--- src/rtl/mode_ctl_pkg.sv ---
// Shared constants for the mode control bank: address, reset byte and the
// bit positions that the outputs decode.
package mode_ctl_pkg;
    localparam int          DW       = 8;
    localparam logic [7:0]  REG_ADDR = 8'h01;
    localparam logic [7:0]  RST_VAL  = 8'h01;
    localparam int          CPEN_B   = 7;
    localparam int          FRZ_B    = 6;
    localparam int          DIV_B    = 5;
    localparam int          RSV_B    = 4;
    localparam int          PAIR_LSB = 1;
    localparam int          NPAIR    = 3;
    localparam int          PDN_B    = 0;
endpackage

--- src/rtl/mode_ctl_regs.sv ---
// Staged and active copies of the mode byte.
// Assumes: full-byte writes. The hold bit and control-port enable are never
// held back. Every other field moves to the active copy only while the
// resulting hold bit is 0.
module mode_ctl_regs
    import mode_ctl_pkg::*;
#(
    parameter int AW = 8
) (
    input  logic          clk,
    input  logic          rst_n,
    input  logic          wr_en,
    input  logic [AW-1:0] addr,
    input  logic [DW-1:0] wdata,
    output logic [DW-1:0] staged,
    output logic [DW-1:0] active
);
    localparam logic [AW-1:0] MY_ADDR = AW'(REG_ADDR);

    logic          hit;
    logic [DW-1:0] stg_nx;
    logic [DW-1:0] act_nx;

    // Decode a write to the mode address and mask the reserved bit.
    always_comb begin
        hit    = wr_en && (addr == MY_ADDR);
        stg_nx = staged;
        if (hit) begin
            stg_nx        = wdata;
            stg_nx[RSV_B] = 1'b0;
        end
    end

    // Build the next active byte: bits 7 and 6 always follow, the rest only when not held.
    always_comb begin
        if (stg_nx[FRZ_B]) begin
            act_nx             = active;
            act_nx[CPEN_B]     = stg_nx[CPEN_B];
            act_nx[FRZ_B]      = stg_nx[FRZ_B];
        end else begin
            act_nx = stg_nx;
        end
    end

    // Register both copies.
    always_ff @(posedge clk) begin
        if (!rst_n) begin
            staged <= RST_VAL;
            active <= RST_VAL;
        end else begin
            staged <= stg_nx;
            active <= act_nx;
        end
    end

    AST_HELD_STABLE: assert property (@(posedge clk) disable iff (!rst_n)
        (active[FRZ_B] && $past(active[FRZ_B])) |-> $stable(active[DIV_B:0]));
    AST_RELEASE_ALL: assert property (@(posedge clk) disable iff (!rst_n)
        $fell(active[FRZ_B]) |-> (active == staged));
    AST_CPEN_NOW: assert property (@(posedge clk) disable iff (!rst_n)
        (wr_en && addr == MY_ADDR) |=> (active[CPEN_B] == $past(wdata[CPEN_B])));
    AST_RSV_ZERO: assert property (@(posedge clk) disable iff (!rst_n)
        !staged[RSV_B]);
    AST_FOREIGN_WR: assert property (@(posedge clk) disable iff (!rst_n)
        (!(wr_en && addr == MY_ADDR)) |=> $stable(staged));
endmodule

--- src/rtl/mode_ctl_rdport.sv ---
// Registered read port. It returns the staged byte one cycle after a
// permitted read of the mode address, and zero otherwise.
// Assumes: rd_allow reflects the interface mode and is steady around a read.
module mode_ctl_rdport
    import mode_ctl_pkg::*;
#(
    parameter int AW = 8
) (
    input  logic          clk,
    input  logic          rst_n,
    input  logic          rd_en,
    input  logic          rd_allow,
    input  logic [AW-1:0] addr,
    input  logic [DW-1:0] staged,
    output logic [DW-1:0] rdata
);
    localparam logic [AW-1:0] MY_ADDR = AW'(REG_ADDR);

    // Capture read data for one cycle and return zero otherwise.
    always_ff @(posedge clk) begin
        if (!rst_n)
            rdata <= '0;
        else if (rd_en && rd_allow && addr == MY_ADDR)
            rdata <= staged;
        else
            rdata <= '0;
    end

    AST_RD_BLOCKED: assert property (@(posedge clk) disable iff (!rst_n)
        (rd_en && !rd_allow) |=> (rdata == '0));
endmodule

--- src/rtl/mode_ctl_clkdiv.sv ---
// Optional divide-by-two of the master clock. A toggle flop runs while the
// enable is set, and a bypass mux picks the toggle output or the raw clock.
// Assumes: the enable comes from a register clocked by clk.
module mode_ctl_clkdiv (
    input  logic clk,
    input  logic rst_n,
    input  logic div_en,
    output logic core_clk
);
    logic tog;

    // Toggle on every edge while enabled, and park at 0 otherwise.
    always_ff @(posedge clk) begin
        if (!rst_n)
            tog <= 1'b0;
        else if (div_en)
            tog <= ~tog;
        else
            tog <= 1'b0;
    end

    // Bypass mux between the divided clock and the raw clock.
    always_comb core_clk = div_en ? tog : clk;

    AST_DIV_TOGGLE: assert property (@(posedge clk) disable iff (!rst_n)
        $past(div_en) |-> (tog != $past(tog)));
endmodule

--- src/rtl/mode_ctl_pairgate.sv ---
// Maps each active pair-disable bit to that pair's hold-in-reset line.
// Assumes: the disable bits come from the active copy, lowest pair first.
module mode_ctl_pairgate #(
    parameter int NP = 3
) (
    input  logic [NP-1:0] dis,
    output logic [NP-1:0] hold
);
    for (genvar i = 0; i < NP; i++) begin : g_pair
        // One hold line per pair.
        always_comb hold[i] = dis[i];
    end
endmodule

--- src/rtl/mode_ctl_bank.sv ---
// Top of the mode control bank. It ties the staged/active register pair, the
// read port, the clock divider and the per-pair reset gating together.
// Assumes: clk is the master clock and rst_n is synchronous to it.
module mode_ctl_bank
    import mode_ctl_pkg::*;
#(
    parameter int AW = 8
) (
    input  logic                    clk,
    input  logic                    rst_n,
    input  logic                    wr_en,
    input  logic                    rd_en,
    input  logic [AW-1:0]           addr,
    input  logic [DW-1:0]           wdata,
    input  logic                    rd_allow,
    output logic [DW-1:0]           rdata,
    output logic                    cp_en,
    output logic                    pdn,
    output logic [NPAIR-1:0]        pair_hold,
    output logic                    core_clk
);
    logic [DW-1:0] staged;
    logic [DW-1:0] active;

    mode_ctl_regs #(.AW(AW)) u_regs (
        .clk(clk), .rst_n(rst_n), .wr_en(wr_en), .addr(addr),
        .wdata(wdata), .staged(staged), .active(active)
    );

    mode_ctl_rdport #(.AW(AW)) u_rd (
        .clk(clk), .rst_n(rst_n), .rd_en(rd_en), .rd_allow(rd_allow),
        .addr(addr), .staged(staged), .rdata(rdata)
    );

    mode_ctl_clkdiv u_div (
        .clk(clk), .rst_n(rst_n), .div_en(active[DIV_B]), .core_clk(core_clk)
    );

    mode_ctl_pairgate #(.NP(NPAIR)) u_pairs (
        .dis(active[PAIR_LSB +: NPAIR]), .hold(pair_hold)
    );

    // Drive the flag outputs from the active copy.
    always_comb begin
        cp_en = active[CPEN_B];
        pdn   = active[PDN_B];
    end

    AST_PDN_RESET: assert property (@(posedge clk)
        $rose(rst_n) |-> (pdn && !cp_en && pair_hold == '0));
    AST_OPEN_WRITE: assert property (@(posedge clk) disable iff (!rst_n)
        (wr_en && addr == AW'(REG_ADDR) && !wdata[FRZ_B])
        |=> (pdn == $past(wdata[PDN_B])));
endmodule

--- config.mk ---
export PLATFORM = sky130hd
export DESIGN_NAME = mode_ctl_bank
export DESIGN_NICKNAME = d
export VERILOG_FILES = /design/src/rtl/mode_ctl_pkg.sv /design/src/rtl/mode_ctl_regs.sv /design/src/rtl/mode_ctl_rdport.sv /design/src/rtl/mode_ctl_clkdiv.sv /design/src/rtl/mode_ctl_pairgate.sv /design/src/rtl/mode_ctl_bank.sv
export SDC_FILE = /design/constraint.sdc
export NUM_CORES = 1
export LEC_CHECK = 0
export BUFFER_PORTS_ARGS = -buffer_cell sky130_fd_sc_hd__buf_2
export CORE_MARGIN = 3
export CORE_UTILIZATION = 40
export CTS_CLUSTER_DIAMETER = 120
export CTS_CLUSTER_SIZE = 28
export DETAILED_ROUTE_END_ITERATION = 16
export GPL_TIMING_DRIVEN = 0
export HOLD_SLACK_MARGIN = 0.06
export PLACE_DENSITY = 0.68
export SLEW_MARGIN = 25
export SYNTH_ARGS = -nofsm -noshare
export SYNTH_HDL_FRONTEND = slang
export SYNTH_SLANG_ARGS = --single-unit
--- constraint.sdc ---
create_clock -name clk -period 1.3 [get_ports clk]
set_input_delay 0.13 -clock clk [delete_from_list [all_inputs] [get_ports clk]]
set_output_delay 0.13 -clock clk [all_outputs]
set_load 0.02 [all_outputs]
# Yosys cells after proc, flatten, opt, wreduce, memory -nomap -nowiden
# Index checks and enable logic that the tools add are counted.
# word_totals
register_bits	25
out_inout_bits	14
word_cells	15
# classes
eq_ne	1
n_mux	3
bitwise	1
n_reduce_logical	5
# op_table
cell	n
$eq A8 B1 Y1 const B	1
$mux W8	1
$mux W7	1
$reduce_and A2 Y1	2
$logic_and A1 B1 Y1	3
$mux W1	1
$not A1 Y1	1

# Depth between registers and ports, before layout
# logic_depth
ltp_word	4
depth_mapped	5
depth_no_buf	4

# Hierarchy
# From an unflattened synthesis, not the netlist that was laid out.
# unflattened
hier_cells	108
area_unflattened_um2	1194.9
# by_module_without_submodules
module	n_inst	cells_each	area_each_um2	seq_area_each_um2
mode_ctl_regs	1	73	734.5	280.3
mode_ctl_rdport	1	29	392.9	160.2
mode_ctl_clkdiv	1	3	45.0	20.0
mode_ctl_pairgate	1	3	22.5	0.0

==> flow_summary.toml <==
[flow_run]
maxCapViolations = 0

[timing]
finalClockSkew_ns = 0.00222
hold_viol = 0
rsz0062_at_grt = "yes"
setup_slack_ns = -0.0307
setup_viol_count_final = 1
post-route-min-period_ns = 1.33
timing.final.crit_share_pct = 102
hold_ws_ns = 0.159
slew_violations = 0
fmax_ghz = 0.751

[worst_setup_path]
r2r_end = "u_regs.active[0]$_SDFFE_PN1N_"
start_kind = "register"
worst-path-buf-inv = 1
worstPathMaxFanout = 2
reg2reg_from = "u_regs.active[6]$_SDFF_PN0_"
worstPathRequired_ns = 1.17
reg2regPathDepth = 3
crit_family = "flip-flops"
r2r_slack_ns = 0.18
cp_slowest_stage_delay_ns = 0.36
worstSetupPathType = "register to output port"
crit_chain = "mux2_4, buf_6"
slowest_stage = "dfxtp_2"
arrival_ns = 1.20
worstSetupEndpointType = "output port"

[final_layout]
insertedDiodeCount = 0
seq_area_sq_um = 402
final_common_cell = "buf_2"
drive_gt1_share_pct = 38.1
area_growth_pct = 40.5
multi_input_area_sq_um = 399
nets = 148
fill_cells = 190
final_cell_mix = "buf_2, dfxtp_1, mux2i_1"

[drt]
wl_per_cell_um = 11.5
drtPass1Iterations = 4
vias_per_cell = 4.60
drt_iter0_drc = 2
routed_wirelength_mm = 1.76
drcViolationCount = 0
ant_nets = 0
dr_total_vias = 704

[synthesis]
synth-compound-area-share_pct = 8.08
muxShareOfSynthArea_pct = 15.4
syn_inst = 81
avgSynthCellArea_sq_um = 10.5
synth-adder-area-share_pct = 0
synth_nets = 102
synthXorXnorAreaFrac_pct = 0
ys_seq_elements = 20
synth_top_family_by_area = "simple AND/OR/NAND/NOR gates"
yosysWarnings = 0
synth-simple-area-share_pct = 22.5
ys_types = 19
seq_area_frac_synth_pct = 47.0
synth_area_sq_um = 852

[clock_network]
clock_latency_ns = 0.41
clk_pin_slew_ns = 0.11
cts_tree = "done"

[worst_hold_path]
holdPathEnd = "u_regs.active[6]$_SDFF_PN0_"
hp-start = "wr_en"
min_path_cells = 4
min_path_type = "input pin to register"

[grt]
antenna_found_initial = 0
grt_use_total_pct = 15.3
grt_first_pass_wirelength_mm = 2.93
grt_max_degree = 13
grt-ovfl-total = 0
grt_pass1_vias = 708

[pwr]
p_total_mw = 1.46
pwr_density_cell_nw_per_um2 = 1220
leakage_nw = 0.573
worst_ir_drop_vdd_mv = 0.749

[floorplanning]
dieArea_sq_um = 2720
fp.dieH_um = 52.2
die_x_um = 52.2
initial_utilization_pct = 43.0
pin_count = 35
num_rows = 16
core_sq_um = 1980

[place]
io_buffers = 31
preCtsSetupSlack_ns = -0.00422
gp_routability_congestion = 0.739

[status]
status = "finished, violations left"
violations = "negative setup slack"
## through the flow
stage	utilization (%)	instance area, sq um	TNS, ns	instances
4_1_cts	60.4	1200	-0.0411	153
2_1_floorplan	-	852	0	81
3_5_place_dp	52.5	1040	-0.00422	139
6_report	60.4	1200	-0.0307	153
5_1_grt	60.4	1200	-0.0683	153
3_3_place_gp	52.5	1040	0	139
## logic make-up after synthesis
| kind of cell | count (synthesis) |
|---|---|
| AO/OA/AOI/OAI | 9 |
| buffers and inverters | 9 |
| flip-flops | 20 |
| multiplexers | 13 |
| other | 1 |
| AND/OR/NAND/NOR | 29 |
## flip-flops by register name, summed over array words and instances (netlist names)
| signal | flops |
|---|---|
| u_div.tog | 1 |
| u_rd.rdata | 7 |
| u_regs.active | 7 |
| u_regs.staged | 5 |
## layer usage
metal  GRT usage [%]  wire (um)  vias up  share of wire (%)
met3            4.01         99        2                5.6
li1                -          -      361                  -
met2            25.5        928       20                 53
met1            16.8        724      321                 41
met5               0          0        -                  0
met4            10.2         10        0               0.57
## worst min-delay path: cells and delay by family
kind / cells / cell delay, ns
muxes: 1 / 0.11
and+or+nand+nor: 2 / 0.19
buffers and inverters: 1 / 0.11
## power breakdown
group          internal [mW]  total, mW  switching [mW]
Clock                  0.478      0.760           0.282
Combinational         0.0467     0.0849          0.0382
Sequential             0.613      0.613        0.000359
## worst max path at each step
stage | from | endpoint | slack, ns | depth (start not counted)
final | u_regs.active[5]$_SDFFE_PN0N_ | core_clk | -0.03 | 2
after global routing | u_regs.active[5]$_SDFFE_PN0N_ | core_clk | -0.07 | 2
after CTS | u_regs.active[5]$_SDFFE_PN0N_ | core_clk | -0.04 | 2
after detailed placement | addr[7] | u_regs.staged[5]$_SDFF_PN0_ | -0.004 | 6
after global placement | addr[7] | u_regs.staged[1]$_SDFF_PN0_ | 0.02 | 6
after floorplan | clk | core_clk | 0.22 | 1
## cell usage after synthesis
library cell	count	area, sq um
conb_1	1	3.75
buf_4	4	30.0
and2_1	7	43.8
nand3_1	1	5.00
buf_6	1	11.3
nand3_4	1	17.5
a211oi_1	8	60.1
dfxtp_1	20	400
o22a_1	1	8.76
nand2_1	3	11.3
inv_1	1	3.75
mux2i_1	12	120
nand2b_1	1	6.26
nor4_4	1	21.3
nor2b_1	4	25.0
nor2_1	10	37.5
clkbuf_1	3	11.3
nor4b_4	1	23.8
mux2_2	1	11.3
## area by class of cell
cell class | count | area share, %
buffer | 8 | 4.39
clock inverter | 1 | 2.51
inverter | 1 | 0.313
clock buffer | 6 | 4.08
multi-input combinational | 52 | 33.3
timing repair buffer | 38 | 19.0
tap | 27 | 2.82
sequential | 20 | 33.5
## repair_timing
action	CTS	global route
endpoints found under the setup margin	1	1
gates resized for setup	4	0
hold buffers	7	0
endpoints found under the hold margin	8	0
buffers inserted	1	0
Note: power is estimated with default switching activity, not from simulation.
